===== src/rtl/rdlat_pkg.sv =====
package rdlat_pkg;

    typedef enum logic [2:0] {
        B_IDLE,
        B_WAIT,
        B_XFER,
        B_RETRY,
        B_TURN
    } bus_st_t;

    typedef enum logic [1:0] {
        SLOT_EMPTY,
        SLOT_PEND,
        SLOT_READY
    } slot_st_t;

endpackage


===== src/rtl/rdlat_cfg_reg.sv =====
module rdlat_cfg_reg #(
    parameter int          THR_LSB  = 8,
    parameter int          THR_W    = 6,
    parameter int          TEST_BIT = 5,
    parameter logic [31:0] RST_VAL  = 32'h0000_1200
) (
    input  logic             clk,
    input  logic             rst_n,
    input  logic             we,
    input  logic [31:0]      wdata,
    output logic [31:0]      rdata,
    output logic [THR_W-1:0] thr,
    output logic             test_mode
);
    localparam logic [31:0] THR_MASK = ((32'd1 << THR_W) - 32'd1) << THR_LSB;
    localparam logic [31:0] WR_MASK  = THR_MASK | (32'd1 << TEST_BIT);

    logic [31:0] reg_q;

    always_ff @(posedge clk or negedge rst_n) begin
        if (!rst_n) begin
            reg_q <= RST_VAL & WR_MASK;
        end else if (we) begin
            reg_q <= wdata & WR_MASK;
        end
    end

    always_comb begin
        rdata     = reg_q;
        thr       = reg_q[THR_LSB +: THR_W];
        test_mode = reg_q[TEST_BIT];
    end
endmodule


===== src/rtl/rdlat_lat_timer.sv =====
module rdlat_lat_timer #(
    parameter int W = 6
) (
    input  logic         clk,
    input  logic         rst_n,
    input  logic         start,
    input  logic         run,
    output logic [W-1:0] cnt
);
    localparam logic [W-1:0] SAT = '1;

    always_ff @(posedge clk or negedge rst_n) begin
        if (!rst_n) begin
            cnt <= '0;
        end else if (start) begin
            cnt <= W'(1);
        end else if (run && cnt != SAT) begin
            cnt <= cnt + W'(1);
        end
    end
endmodule


===== src/rtl/rdlat_disc_timer.sv =====
module rdlat_disc_timer #(
    parameter int TEST_CLKS  = 128,
    parameter int SHORT_CLKS = 1024,
    parameter int LONG_CLKS  = 32768
) (
    input  logic clk,
    input  logic rst_n,
    input  logic run,
    input  logic test_mode,
    input  logic sel_long,
    output logic expire
);
    localparam int MAX_A = (TEST_CLKS > SHORT_CLKS) ? TEST_CLKS : SHORT_CLKS;
    localparam int MAX_L = (MAX_A > LONG_CLKS) ? MAX_A : LONG_CLKS;
    localparam int CW    = $clog2(MAX_L + 1);

    logic [CW-1:0] cnt;
    logic [CW-1:0] last;

    always_comb begin
        if (test_mode) begin
            last = CW'(TEST_CLKS - 1);
        end else if (sel_long) begin
            last = CW'(LONG_CLKS - 1);
        end else begin
            last = CW'(SHORT_CLKS - 1);
        end
        expire = run && (cnt == last);
    end

    always_ff @(posedge clk or negedge rst_n) begin
        if (!rst_n) begin
            cnt <= '0;
        end else if (!run) begin
            cnt <= '0;
        end else begin
            cnt <= cnt + CW'(1);
        end
    end
endmodule


===== src/rtl/rdlat_bus_fsm.sv =====
module rdlat_bus_fsm
    import rdlat_pkg::*;
#(
    parameter int LEAD_MAX = 16
) (
    input  logic clk,
    input  logic rst_n,
    input  logic frame_n,
    input  logic have_slot,
    input  logic data_now,
    input  logic late,
    output logic take,
    output logic trdy_n,
    output logic stop_n
);
    localparam int            WW     = $clog2(LEAD_MAX + 1);
    localparam logic [WW-1:0] W_LAST = WW'(LEAD_MAX - 1);

    bus_st_t       st, st_nx;
    logic [WW-1:0] wcnt;

    // state register
    always_ff @(posedge clk or negedge rst_n) begin
        if (!rst_n) begin
            st <= B_IDLE;
        end else begin
            st <= st_nx;
        end
    end

    // lead-off clock counter: 1 on the first wait clock
    always_ff @(posedge clk or negedge rst_n) begin
        if (!rst_n) begin
            wcnt <= WW'(1);
        end else if (st == B_WAIT) begin
            wcnt <= wcnt + WW'(1);
        end else begin
            wcnt <= WW'(1);
        end
    end

    always_comb begin
        st_nx = st;
        take  = 1'b0;
        unique case (st)
            B_IDLE: begin
                if (!frame_n) begin
                    if (have_slot && data_now) begin
                        st_nx = B_XFER;
                        take  = 1'b1;
                    end else if (have_slot && late) begin
                        st_nx = B_WAIT;
                    end else begin
                        st_nx = B_RETRY;
                    end
                end
            end
            B_WAIT: begin
                if (data_now) begin
                    st_nx = B_XFER;
                    take  = 1'b1;
                end else if (wcnt == W_LAST) begin
                    st_nx = B_RETRY;
                end
            end
            B_XFER:  st_nx = B_TURN;
            B_RETRY: st_nx = B_TURN;
            B_TURN: begin
                if (frame_n) begin
                    st_nx = B_IDLE;
                end
            end
            default: st_nx = B_IDLE;
        endcase
    end

    // outputs
    always_comb begin
        trdy_n = (st != B_XFER);
        stop_n = (st != B_RETRY);
    end
endmodule


===== src/rtl/rdlat_wait_ctrl.sv =====
module rdlat_wait_ctrl
    import rdlat_pkg::*;
#(
    parameter int          THR_LSB    = 8,
    parameter int          THR_W      = 6,
    parameter int          TEST_BIT   = 5,
    parameter logic [31:0] RST_VAL    = 32'h0000_1200,
    parameter int          LEAD_MAX   = 16,
    parameter int          DISC_TEST  = 128,
    parameter int          DISC_SHORT = 1024,
    parameter int          DISC_LONG  = 32768
) (
    input  logic        clk,
    input  logic        rst_n,
    input  logic        cfg_we,
    input  logic [31:0] cfg_wdata,
    output logic [31:0] cfg_rdata,
    input  logic        disc_long_sel,
    input  logic        rd_queued,
    input  logic        cpl_ready,
    input  logic        frame_n,
    output logic        trdy_n,
    output logic        stop_n,
    output logic        slot_busy,
    output logic        discard_pulse
);
    logic [THR_W-1:0] thr;
    logic             test_mode;
    logic [THR_W-1:0] lat;
    logic             accept;
    logic             data_now;
    logic             late;
    logic             take;
    logic             expire;
    slot_st_t         slot, slot_nx;

    rdlat_cfg_reg #(
        .THR_LSB (THR_LSB),
        .THR_W   (THR_W),
        .TEST_BIT(TEST_BIT),
        .RST_VAL (RST_VAL)
    ) u_cfg (
        .clk      (clk),
        .rst_n    (rst_n),
        .we       (cfg_we),
        .wdata    (cfg_wdata),
        .rdata    (cfg_rdata),
        .thr      (thr),
        .test_mode(test_mode)
    );

    rdlat_lat_timer #(.W(THR_W)) u_lat (
        .clk  (clk),
        .rst_n(rst_n),
        .start(accept),
        .run  (slot == SLOT_PEND),
        .cnt  (lat)
    );

    rdlat_disc_timer #(
        .TEST_CLKS (DISC_TEST),
        .SHORT_CLKS(DISC_SHORT),
        .LONG_CLKS (DISC_LONG)
    ) u_disc (
        .clk      (clk),
        .rst_n    (rst_n),
        .run      (slot == SLOT_READY),
        .test_mode(test_mode),
        .sel_long (disc_long_sel),
        .expire   (expire)
    );

    always_comb begin
        accept   = (slot == SLOT_EMPTY) && rd_queued;
        data_now = (slot == SLOT_READY) || ((slot == SLOT_PEND) && cpl_ready);
        late     = (thr != '0) && (lat >= thr);
    end

    rdlat_bus_fsm #(.LEAD_MAX(LEAD_MAX)) u_bus (
        .clk      (clk),
        .rst_n    (rst_n),
        .frame_n  (frame_n),
        .have_slot(slot != SLOT_EMPTY),
        .data_now (data_now),
        .late     (late),
        .take     (take),
        .trdy_n   (trdy_n),
        .stop_n   (stop_n)
    );

    // slot state register
    always_ff @(posedge clk or negedge rst_n) begin
        if (!rst_n) begin
            slot <= SLOT_EMPTY;
        end else begin
            slot <= slot_nx;
        end
    end

    always_comb begin
        slot_nx = slot;
        unique case (slot)
            SLOT_EMPTY: if (accept) slot_nx = SLOT_PEND;
            SLOT_PEND: begin
                if (take) begin
                    slot_nx = SLOT_EMPTY;
                end else if (cpl_ready) begin
                    slot_nx = SLOT_READY;
                end
            end
            SLOT_READY: begin
                if (take || expire) begin
                    slot_nx = SLOT_EMPTY;
                end
            end
            default: slot_nx = SLOT_EMPTY;
        endcase
    end

    always_ff @(posedge clk or negedge rst_n) begin
        if (!rst_n) begin
            discard_pulse <= 1'b0;
        end else begin
            discard_pulse <= (slot == SLOT_READY) && expire && !take;
        end
    end

    // outputs
    always_comb begin
        slot_busy = (slot != SLOT_EMPTY);
    end
endmodule


===== config.mk =====
export PLATFORM = sky130hd
export DESIGN_NAME = rdlat_wait_ctrl
export DESIGN_NICKNAME = d
export VERILOG_FILES = /design/src/rtl/rdlat_pkg.sv /design/src/rtl/rdlat_cfg_reg.sv /design/src/rtl/rdlat_lat_timer.sv /design/src/rtl/rdlat_disc_timer.sv /design/src/rtl/rdlat_bus_fsm.sv /design/src/rtl/rdlat_wait_ctrl.sv
export SDC_FILE = /design/constraint.sdc
export NUM_CORES = 1
export LEC_CHECK = 0
export ABC_AREA = 1
export ABC_CLOCK_PERIOD_IN_PS = 3550
export BUFFER_PORTS_ARGS = -buffer_cell sky130_fd_sc_hd__buf_4
export CORE_MARGIN = 2
export CORE_UTILIZATION = 37
export CTS_CLUSTER_DIAMETER = 80
export DETAILED_ROUTE_END_ITERATION = 6
export GPL_TIMING_DRIVEN = 0
export PLACE_DENSITY = 0.67
export SLEW_MARGIN = 20
export SYNTH_ARGS = -nofsm -noshare
export SYNTH_HDL_FRONTEND = slang
export SYNTH_SLANG_ARGS = --single-unit

===== constraint.sdc =====
create_clock -name clk -period 3.55 [get_ports clk]
set_clock_uncertainty 0.1 [all_clocks]
set_input_delay 0.355 -clock clk [delete_from_list [all_inputs] [get_ports clk]]
set_output_delay 0.355 -clock clk [all_outputs]
set_load 0.005 [all_outputs]

==> summary.md, run 1 <==
A synthesized cell averages 7.39 sq um. The clock network latency to the later pin of the worst-skew pair is 290 ps, and the worst slew margin relative to its limit is 65.8%. The final layout contains 447 nets. In this run the remaining antenna-violating nets after routing total 0. The region available for standard cell placement spans 6720 sq um. After the first detailed-routing iteration, the DRC count stood at 109. The clock drives 40 sinks. The first global-routing pass estimated 8.52 mm of wire. The routed wirelength normalized by instance count was 10.3 um; the power density over the cells was 468 nW/um^2.

The logs give 7510 sq um for the die outline area and 0 for the post-cts repair resize count. Counting both buffers and inverters, the worst setup path holds a total of 2. The logs give 1.60 nW for the reported leakage power and 0 for the number of setup violations in the final report.

The met2 wire length came out at 2.45 mm. TritonCTS built the clock tree. For this design the total switching power over the nets is 0.000536 W. Along the worst path, the maximum fanout reaches 3. The deepest clock path buffer count was 2.

In this run the tool buffered the top-level ports with 24 buffer cells. 75 I/O pins were placed. Detailed routing placed a total of 237 um of wire on met3.

The path with the worst hold slack has its endpoint at u_cfg.rdata[12]$_DFFE_PN1P_. The cell type of the slowest stage on the worst timing path is sky130_fd_sc_hd__dfstp_2. The tools report the count of inserted antenna diode cells as 0. The sequential share of power came out at 42.3%. The run gives 3680 ps as the critical path data required time. The number of cell rows was 30. The die is 86.7 um tall. The worst hold margin is 170 ps. Slack of the worst reg-to-reg path: 1910 ps.

STA classifies the critical path startpoint as a register. Power share of the clock group: 21.5%. The cell-internal power was 0.000866 W. The total congestion overflow is 0, and the via density per instance is 4.48.

Beginning of the worst register-to-register path: u_cfg.rdata[12]$_DFFE_PN1P_. Per report_power, the combinational group accounts for 36.1% of the total. In this run switching power makes up 38.2% of total power. The routed design could run at a clock period as short as 1640 ps.

The worst min-delay path class was primary input to register. For the data arrival time at the worst-slack endpoint, the log shows 1770 ps. The tools report the start point of the worst hold path as cfg_wdata[12]. Summing over every cut layer, the via total after detailed routing is 2145.

The number of global-route vias before repair came out at 1965. After clock tree synthesis, the clock-pin slew on the worst setup and hold paths is 90 ps. Across every metal layer, demand over resource in global routing totals 14.2%. The remaining routing DRC violations was 0. For the final-report hold violation count, the log shows 0. The critical path in this run is classified as register to register. The post-route fraction of the period consumed by the critical path was 46.2%; the wire length after detailed routing was 4.91 mm. CTS root buffer: sky130_fd_sc_hd__clkbuf_8. Count of cells along the worst register-to-register path: 9.

The max-slew violation total from the final report is 0. Cell occurring most often along the worst timing path: sky130_fd_sc_hd__nand2_1. The Yosys step of the flow raised 0 warnings. The sequential element share of the synthesized area is 39.7%, and the number of post-CTS setup repair buffers is 0. For the post-route met1 wirelength, the log shows 2.21 mm. For the cts-stage hold buffer count, the log shows 1.

The run gives 0 as the count of max-cap constraint violations. The tools report the initial standard-cell utilization of the core as 37.6%. The worst hold path was traced through 3 stages.

The highest cell delay on the worst timing path came out at 550 ps. Area overhead of the layout relative to synthesis: 18.5%. The family with the most delay on the worst path is flip-flops. In this run, synthesis produced a sequential element count of 40.

Cells with a size suffix above 1 make up 21.1% of the layout. At the pin with the least slew margin, the transition time is 514 ps. For the initial antenna violation count, the log shows 0.

The run gives 5 as the number of CTS-inserted buffers. The endpoint identified for the worst register-to-register timing path is u_bus.st[1]$_DFFE_PN0P_. STA classifies the critical path endpoint as a register. Adding up every negative setup slack in the final design gives 0 ps.

Number of enable-type register cells in the synthesized netlist: 0. The most used flip-flop cell after synthesis was sky130_fd_sc_hd__dfrtp_1. CTS built an H-tree with a depth of 2. The cell area that synthesis handed to floorplanning was 2530 sq um.

The run finished with clean final reports. The maximum ir drop on the vdd rail was 0.306 mV; the count of unique library cells instantiated by Yosys was 34. The weighted congestion at the end of routability-driven global placement is 0.857, and the pin count of the biggest net entering global routing is 41.

Setup repair after global routing left no endpoint under its margin. The signal on the critical path passes through inv_1, ha_1, nand2_1, inv_1, a21oi_1, nand2_1, nand2_1, nand2_1, a21oi_2. In this run the top signal layer used is met4. The die is 86.7 um wide. The iteration count of the initial detailed-routing pass is 4, and the share of synthesized registers carrying an async set or reset is 100%.

Detailed placer's ending HPWL: 3.88 mm. Timing would allow up to 0.610 GHz. Synthesis produced 342 cells.
==> logic make-up after synthesis <==
logic type / Yosys count / share of synthesized area [%]
AOI/OAI and AO/OA: 42 / 9.50
xor gates and xnor gates: 5 / 1.73
adders and majority gates: 10 / 4.95
buffers and inverters: 84 / 16.4
DFF: 40 / 39.7
muxes: 1 / 0.445
other: 1 / 0.148
and+or+nand+nor: 159 / 27.1
==> worst reg2reg max path, stage by stage, from the launching register on <==
cell                      delay [ps]
sky130_fd_sc_hd__dfstp_2         550
sky130_fd_sc_hd__inv_1            70
sky130_fd_sc_hd__ha_1            300
sky130_fd_sc_hd__nand2_1          90
sky130_fd_sc_hd__inv_1            40
sky130_fd_sc_hd__a21oi_1         130
sky130_fd_sc_hd__nand2_1          70
sky130_fd_sc_hd__nand2_1          70
sky130_fd_sc_hd__nand2_1          70
sky130_fd_sc_hd__a21oi_2         100
==> Yosys cell counts, drive strengths merged, types with 2 or more instances <==
cell type  number  area [sq um]
a21oi          13          80.1
ha             10           125
dfrtp          37           926
nor2           46           180
inv            55           206
xor2            3          26.3
buf            27           200
o21ai          27           146
nand3          18          95.1
xnor2           2          17.5
dfstp           3          78.8
nand4           3          18.8
nand2          83           327
nor3            7          51.3
==> placed cells by master, fill, tap and decap left out, drive strengths merged <==
cell and n:
and2 1, nand4 3, o21bai 1, nand3b 1, xor2 3, mux2 1, nand2 83, nand3 18
nor3 7, dfstp 3, a21oi 13, inv 55, conb 25, nor2 46, dlygate4sd3 1, clkinv 4
dfrtp 37, ha 10, xnor2 2, o21ai 27, clkbuf 6, o22ai 1, buf 51
==> power groups by stage <==
stage,logic (W),clock network (W),registers (W)
floorplan,0.000377,0,0.000590
global placement,0.000496,0,0.000599
detailed placement,0.000512,0,0.000601
CTS,0.000516,0.000314,0.000593
global route,0.000592,0.000333,0.000605
finish,0.000507,0.000302,0.000593
==> sequential cells by signal (all words and copies together), names as in the netlist <==
register and count:
u_disc.cnt 16, u_cfg.rdata 7, u_lat.cnt 6, u_bus.wcnt 5, u_bus.st 3, slot 2
discard_pulse 1
==> worst max path at each step <==
stage / from / to / slack, ps / cells past startpoint
4_1_cts: u_bus.wcnt[0]$_DFF_PN1_ / u_bus.st[2]$_DFFE_PN0P_ / 1890 / 9
3_5_place_dp: u_bus.wcnt[0]$_DFF_PN1_ / u_bus.st[2]$_DFFE_PN0P_ / 1920 / 9
3_3_place_gp: u_bus.wcnt[0]$_DFF_PN1_ / u_bus.st[2]$_DFFE_PN0P_ / 1940 / 9
6_report: u_cfg.rdata[12]$_DFFE_PN1P_ / u_bus.st[1]$_DFFE_PN0P_ / 1910 / 9
5_1_grt: u_bus.wcnt[0]$_DFF_PN1_ / u_bus.st[2]$_DFFE_PN0P_ / 1710 / 9
2_1_floorplan: u_bus.wcnt[0]$_DFF_PN1_ / u_bus.st[2]$_DFFE_PN0P_ / 2050 / 9
==> metrics by stage <==
| step | utilization, % | worst slack (ps) | instance area, sq um | power [W] | cells |
|---|---|---|---|---|---|
| after floorplan | - | 2050 | 2620 | 0.000967 | 366 |
| after global placement | 43.1 | 1940 | 2900 | 0.00110 | 470 |
| after detailed placement | 43.1 | 1920 | 2900 | 0.00111 | 470 |
| after CTS | 44.6 | 1890 | 3000 | 0.00142 | 479 |
| after global routing | 44.6 | 1710 | 3000 | 0.00153 | 479 |
| final | 44.6 | 1910 | 3000 | 0.00140 | 479 |
==> metal layers <==
metal / global-route usage, % / vias up
li1: - / 1129
met5: 0 / -
met3: 2.76 / 3
met4: 2.98 / 0
met2: 25.7 / 54
met1: 17.6 / 959
==> final cells by class <==
| cell class | count | area (sq um) |
|---|---|---|
| Tap cell | 80 | 100 |
| Sequential cell | 40 | 1000 |
| Clock buffer | 5 | 68.8 |
| Buffer | 28 | 204 |
| Clock inverter | 3 | 18.8 |
| Timing Repair Buffer | 25 | 190 |
| Fill cell | 698 | 3720 |
| Multi-Input combinational cell | 242 | 1200 |
| Inverter | 56 | 210 |
(Power assumes the default switching activity.)
==> run 2: changes to the inputs <==
- ABC_AREA: 1 -> 0
- ABC_CLOCK_PERIOD_IN_PS: 3550 -> 1450
- PLACE_DENSITY: 0.67 -> 0.71
- clock period: 3.55 -> 1.45 ns (I/O delays scaled with it)
==> summary.md, run 2 <==
The run finished, with violations left. The checks that failed: setup timing. The total congestion overflow was 0 (unchanged); the reported leakage power was 1.55 nW (-3.1%). The critical path data required time is 1580 ps (-2100 ps), and the count of synthesis-stage warnings from yosys is 0 (unchanged).

The number of H-tree levels came out at 2 (unchanged). The count of antenna-violating nets left after detailed routing came out at 0 (unchanged). The count of routing violations after the opening detailed-route iteration came out at 118 (+8.3%). Among all flip-flop cells after synthesis, the most frequent one is sky130_fd_sc_hd__dfrtp_1.

The area overhead of the layout relative to synthesis is 44.7%, and the sequential element share of the synthesized area is 45.1% (+5.4 points). Post-route fraction of the period consumed by the critical path: 116% (+69 points). Share of synthesized registers carrying an async set or reset: 100% (unchanged). The total of buffers placed on input and output ports is 24 (unchanged), and the count of placed standard cells including taps is 361 (-23%). The share of final-layout standard cells stronger than drive strength 1 is 39.0% (+18 points), and the count of max-cap constraint violations is 0 (unchanged). The initial antenna violation count was 0 (unchanged).

The run gives 0.806 (-6.0%) as the weighted congestion at the end of routability-driven global placement. The final-report hold violation count was 0 (unchanged); the post-CTS clock slew at the launch and capture registers of the worst setup and hold paths was 70 ps (-20 ps). The count of unique library cells instantiated by Yosys is 41 (+21%). The number of cell rows is 28 (-6.7%). CTS root buffer: sky130_fd_sc_hd__clkbuf_8. The die outline area was 6660 sq um (-11%); the count of inserted antenna diode cells was 0 (unchanged). The wire length after detailed routing is 5.40 mm (+9.9%). The global-route wire length before repair is 8.62 mm (+1.1%), and the pre-CTS worst setup slack is -346 ps (-2270 ps).

The number of setup violations in the final report is 12 (+12). Initial standard-cell utilization of the core: 37.8% (+0.21 points). In the post-synthesis netlist, the biggest area contributors are sky130_fd_sc_hd__dfrtp_1 42%, sky130_fd_sc_hd__buf_4 8.8%, sky130_fd_sc_hd__ha_1 5.6%, sky130_fd_sc_hd__nor2_1 4.6%, sky130_fd_sc_hd__nand2_1 3.7%. The actual slew at the worst max-slew pin is 513 ps (-0.752 ps), and the pin count of the biggest net entering global routing is 41 (unchanged). The commonest cells after synthesis are 37 x sky130_fd_sc_hd__dfrtp_1, 27 x sky130_fd_sc_hd__nor2_1, 26 x sky130_fd_sc_hd__buf_4. The power density over the cells came out at 1090 nW/um^2 (+130%). The logs give 34.2% (-1.9 points) for the part of the power in combinational logic and 1920 (-10%) for the via total after detailed routing.

The number of enable-type register cells in the synthesized netlist came out at 0 (unchanged). Net switching power figure: 0.00120 W (+120%). The clock net sink count is 40 (unchanged).

Counting flops per register, the top entry is u_disc.cnt. The tightest min-delay check is of the primary input to register type. Routed wirelength normalized by instance count: 13.2 um (+29%). The average footprint of a synthesized cell was 9.36 sq um (+27%). Leading cell type in the layout, fill and taps excluded: sky130_fd_sc_hd__buf_4. Die span in y: 81.6 um (-5.9%). The classification of the worst setup path was register to register. The worst hold path begins at cfg_we. Post-layout total power: 0.00350 W (+150%).

TritonCTS built the clock tree. The count of nets after finishing was 381 (-15%); the number of CTS-inserted buffers was 5 (unchanged). Fraction of power spent switching nets: 34.3% (-3.9 points). The core box area was 5890 sq um (-12%); the number of global-route vias before repair was 1855 (-5.6%). Setup repair after global routing could not meet its margin everywhere. The run gives 0.945 mV (+210%) as the maximum ir drop on the vdd rail.

The tools report the total global routing track utilization as 17.3% (+3.1 points). The logs give 54.7% (+10 points) for the post-route core utilization and 238 (-30%) for the cell count after synthesis. The number of top-level design ports was 75 (unchanged).

Summed over all instances, the cell type with the most area after synthesis is sky130_fd_sc_hd__dfrtp_1. The cell-internal power is 0.00230 W (+170%). The upper clock frequency limit was 0.596 GHz (-2.2%); the detailed placer's ending HPWL was 3.22 mm (-17%). STA classifies the critical path endpoint as a register. The worst setup margin was -227 ps (-2140 ps); the deepest clock path buffer count was 2 (unchanged). The worst register-to-register path begins at u_disc.cnt[8]$_DFF_PN0_. The run gives 22.2% (+0.7 points) as the power share of the clock group. Max-slew violation total from the final report: 0 (unchanged).

The critical path starts at u_disc.cnt[8]$_DFF_PN0_. The number of synthesized register bits was 40 (unchanged); the remaining routing DRC violations was 0 (unchanged). The library cells used most frequently in the layout, excluding fill and tap cells, are 78 x sky130_fd_sc_hd__buf_4, 33 x sky130_fd_sc_hd__dfrtp_1, 25 x sky130_fd_sc_hd__nor2_1, 25 x sky130_fd_sc_hd__conb_1, 19 x sky130_fd_sc_hd__nand2_1. The slack of the worst reg-to-reg path was -230 ps (-2140 ps). The clock period minus final worst setup slack was 1680 ps (+37.3 ps); the data arrival time at the worst-slack endpoint was 1800 ps (+30 ps). The run gives 408 (-15%) as the number of cells in the finished layout apart from fillers. Most numerous cell in the Yosys netlist: sky130_fd_sc_hd__dfrtp_1.

The logs give 65.8% (about the same) for the worst slew margin relative to its limit and 43.6% (+1.3 points) for the sequential share of power. The worst hold margin is 13.7 ps (-157 ps). The number of flip-flops under the largest register name works out to 16 (unchanged).

Critical-path maximum fanout: 5 (+2). Area of the mapped netlist: 2230 sq um (-12%). The tools report the clock network latency to the later pin of the worst-skew pair as 300 ps (about the same). The tools report the iteration count of the initial detailed-routing pass as 4 (unchanged). The via density per instance came out at 4.71 (+5.1%). STA classifies the critical path startpoint as a register. The top-area cell type share of the netlist area came out at 41.6% (+5.0 points). The die outline width came out at 81.6 um (-5.9%).
==> run 2: kinds of logic after synthesis <==
group / after synthesis / share of synthesized area (%)
AND/OR/NAND/NOR: 96 / 22.0
AO/OA/AOI/OAI: 29 / 7.64
other: 1 / 0.168
XOR/XNOR: 14 / 5.51
flip-flops: 40 / 45.1
buffers and inverters: 43 / 11.6
adder cells (fa/ha/maj): 10 / 5.62
multiplexers: 5 / 2.36
==> run 2: critical path, stage by stage, from the launching register on <==
cell	delay (ps)
sky130_fd_sc_hd__dfrtp_1	370
sky130_fd_sc_hd__nand4_1	130
sky130_fd_sc_hd__or4_4	540
sky130_fd_sc_hd__or3_1	340
sky130_fd_sc_hd__a21oi_1	120
==> run 2: path summary, 6_finish.rpt <==
check                                                   to  cells after the start
worst max-delay path              u_disc.cnt[15]$_DFF_PN0_                      4
worst min-delay path            u_cfg.rdata[5]$_DFFE_PN0P_                      2
worst max register to register    u_disc.cnt[15]$_DFF_PN0_                      4
worst min register to register     u_bus.st[2]$_DFFE_PN0P_                      1
max in group asynchronous          u_disc.cnt[2]$_DFF_PN0_                      2
min in group asynchronous          u_disc.cnt[8]$_DFF_PN0_                      2
==> run 2: power by group through the flow <==
| stage | clock, W | sequential, W | combinational [W] |
|---|---|---|---|
| final | 0.000777 | 0.00153 | 0.00120 |
| after global routing | 0.000848 | 0.00156 | 0.00134 |
| after CTS | 0.000791 | 0.00152 | 0.00115 |
| after detailed placement | 0 | 0.00152 | 0.00101 |
| after global placement | 0 | 0.00152 | 0.000963 |
| after floorplan | 0 | 0.00147 | 0.000719 |
==> run 2: routing by layer <==
| layer | track usage (%) | share of wire [%] |
|---|---|---|
| met5 | 0 | 0 |
| met4 | 7.00 | 1.3 |
| met3 | 3.52 | 4.4 |
| met2 | 29.8 | 51 |
| met1 | 21.1 | 43 |
==> run 2: cell type report <==
type	instances	area, sq um
fill	554	2660
inverter	14	52.6
multi-input combinational	179	1260
buffer	28	204
clock buffer	8	90.1
sequential	40	1010
timing repair buffer	64	514
tap	75	93.8
==> run 2: metrics by stage <==
stage               instance area, sq um  setup TNS [ps]
finish                              3220           -1270
floorplan                           2380            -716
CTS                                 3110           -1870
global route                        3220           -2240
global placement                    2650           -2200
detailed placement                  2650           -2650
==> run 2: timing repair <==
item / 4_1_cts / 5_1_grt
endpoints found under the hold margin: 45 / 0
hold buffers: 9 / 0
gates resized for setup: 16 / 25
pin swaps: 10 / 21
setup endpoints to repair: 20 / 24
buffers inserted: 27 / 5
==> run 3: changes to the inputs <==
- CAP_MARGIN: unset -> 40
- RECOVER_POWER: unset -> 25
==> summary.md, run 3 (synthesized netlist as in run 2, its figures left out) <==
The total congestion overflow was 0 (unchanged); the actual slew at the worst max-slew pin was 999 ps (+486 ps). Counting flops per register, the top entry is u_disc.cnt. The post-CTS clock slew at the launch and capture registers of the worst setup and hold paths is 70 ps (about the same). The post-layout total power was 0.00350 W (about the same); the post-route fraction of the period consumed by the critical path was 116% (+0.14 points). The iteration count of the initial detailed-routing pass is 4 (unchanged). Setup repair after global routing could not meet its margin everywhere. The initial antenna violation count was 0 (unchanged). The design area is 3220 sq um (about the same), and the core box area is 5890 sq um (unchanged). Reported leakage power: 1.55 nW (about the same). Worst min-delay path class: primary input to register.

For the critical path data required time, the log shows 1580 ps (about the same). The data arrival time at the worst-slack endpoint is 1800 ps (about the same), and the worst slew margin relative to its limit is 33.4% (-32 points). The global-route wire length before repair is 8.62 mm (unchanged).

Number of flip-flops under the largest register name: 16 (unchanged). The tools report the number of setup violations in the final report as 12 (unchanged). Via density per instance: 4.70 (-0.10%). The maximum ir drop on the vdd rail is 0.945 mV (about the same). The number of top-level design ports was 75 (unchanged); the final-report hold violation count was 0 (unchanged).

The upper clock frequency limit is 0.596 GHz (-0.12%). The logs give 0 (unchanged) for the remaining routing DRC violations and 40 (unchanged) for the clock net sink count. The logs give 6660 sq um (unchanged) for the die outline area and -1270 ps (-2.82 ps) for the setup TNS after final layout. The weighted congestion at the end of routability-driven global placement was 0.806 (unchanged).

The share of final-layout standard cells stronger than drive strength 1 is 39.0% (unchanged). The area overhead of the layout relative to synthesis came out at 44.6% (about the same). Leaving out fill and tap cells, the most frequent cells in the layout are 76 x sky130_fd_sc_hd__buf_4, 33 x sky130_fd_sc_hd__dfrtp_1, 25 x sky130_fd_sc_hd__nor2_1, 25 x sky130_fd_sc_hd__conb_1, 19 x sky130_fd_sc_hd__nand2_1. For the initial standard-cell utilization of the core, the log shows 37.8% (unchanged). The number of H-tree levels is 2 (unchanged). The run finished, with violations left.

The run gives 1855 (unchanged) as the number of global-route vias before repair. For the pin count of the biggest net entering global routing, the log shows 41 (unchanged). The logs give 28 (unchanged) for the number of cell rows and 2 (unchanged) for the deepest clock path buffer count. For the post-route core utilization, the log shows 54.7% (about the same). The critical-path maximum fanout was 5 (unchanged).

The die span in y was 81.6 um (unchanged). The logs give 5.40 mm (unchanged) for the wire length after detailed routing and 5 (unchanged) for the number of CTS-inserted buffers. The count of max-cap constraint violations was 0 (unchanged); the clock period minus final worst setup slack was 1680 ps (+2.05 ps). The launching element type of the critical path is a register. Total of buffers placed on input and output ports: 24 (unchanged). TritonCTS built the clock tree. The count of cells along the worst hold path is 2 (unchanged). The count of cells along the worst register-to-register path came out at 4 (unchanged).

The tools report the layout filler cell count as 554 (unchanged). The logs give 3.22 mm (unchanged) for the detailed placer's ending HPWL and 0 (unchanged) for the count of antenna-violating nets left after detailed routing. The post-detailed-placement cell area is 2650 sq um (unchanged).

Leaving out fill and tap cells, the most frequent cell in the layout is sky130_fd_sc_hd__buf_4. The tools report the count of nets after finishing as 381 (unchanged). STA classifies the critical path endpoint as a register.

The total global routing track utilization was 17.3% (unchanged); the worst setup margin was -229 ps (-2.05 ps). Via total after detailed routing: 1918 (-0.10%). In this run the clock root is driven by a sky130_fd_sc_hd__clkbuf_8. Clock network latency to the later pin of the worst-skew pair: 300 ps (about the same).

The count of inserted antenna diode cells was 0 (unchanged). The tools report the max-slew violation total from the final report as 0 (unchanged). The checks that failed: setup timing. The classification of the worst setup path is register to register. The routed wirelength normalized by instance count was 13.2 um (unchanged); the count of routing violations after the opening detailed-route iteration was 118 (unchanged). The power density over the cells is 1090 nW/um^2 (about the same), and the die outline width is 81.6 um (unchanged).
-- run 3: final timing paths --
path | from | to | slack, ps
worst min register to register | u_bus.st[2]$_DFFE_PN0P_ | u_bus.st[2]$_DFFE_PN0P_ | 430
worst max-delay path | u_disc.cnt[7]$_DFF_PN0_ | u_disc.cnt[15]$_DFF_PN0_ | -230
min in group asynchronous | rst_n | u_disc.cnt[8]$_DFF_PN0_ | 450
worst min-delay path | cfg_we | u_cfg.rdata[5]$_DFFE_PN0P_ | 10
worst max register to register | u_disc.cnt[7]$_DFF_PN0_ | u_disc.cnt[15]$_DFF_PN0_ | -230
max in group asynchronous | rst_n | u_disc.cnt[2]$_DFF_PN0_ | 120
-- run 3: worst max-delay path: stages, from the launching register on --
cell and delay (ps):
sky130_fd_sc_hd__dfrtp_2 370, sky130_fd_sc_hd__nand4_1 130, sky130_fd_sc_hd__or4_4 540, sky130_fd_sc_hd__or3_1 340
sky130_fd_sc_hd__a21oi_1 120
-- run 3: cell type report --
| class | instances | area (sq um) | share of cell area [%] |
|---|---|---|---|
| well taps | 75 | 93.8 | 2.91 |
| inverters | 14 | 52.6 | 1.63 |
| plain buffers | 28 | 204 | 6.34 |
| flip-flops and latches | 40 | 1010 | 31.4 |
| clock buffers | 8 | 90.1 | 2.80 |
| multi-input cells | 179 | 1260 | 39.1 |
| repair buffers | 64 | 512 | 15.9 |
-- run 3: per-stage QoR --
stage,setup slack [ps],std cells,hold WS (ps)
2_1_floorplan,-194,262,-251
3_3_place_gp,-303,361,53.8
3_5_place_dp,-346,361,56.0
4_1_cts,-238,404,7.80
5_1_grt,-280,408,9.09
6_report,-229,408,13.5
-- run 3: metal layers --
metal | up-vias | GRT usage, % | part of all wire, %
li1 | 951 | - | -
met1 | 907 | 21.1 | 43
met2 | 51 | 29.8 | 51
met3 | 9 | 3.52 | 4.5
met4 | 0 | 7.00 | 1.4
met5 | - | 0 | 0
-- run 3: what timing repair did --
item,in CTS,in global routing
hold endpoints to repair,45,0
endpoints found under the setup margin,20,24
hold buffers,9,0
pin swaps,10,21
gates resized for setup,16,25
buffers inserted,27,5
-- run 3: power by group --
group / switching [W] / internal, W / total [W]
logic: 0.000581 / 0.000613 / 0.00119
registers: 0.000231 / 0.00130 / 0.00153
clock network: 0.000390 / 0.000388 / 0.000779
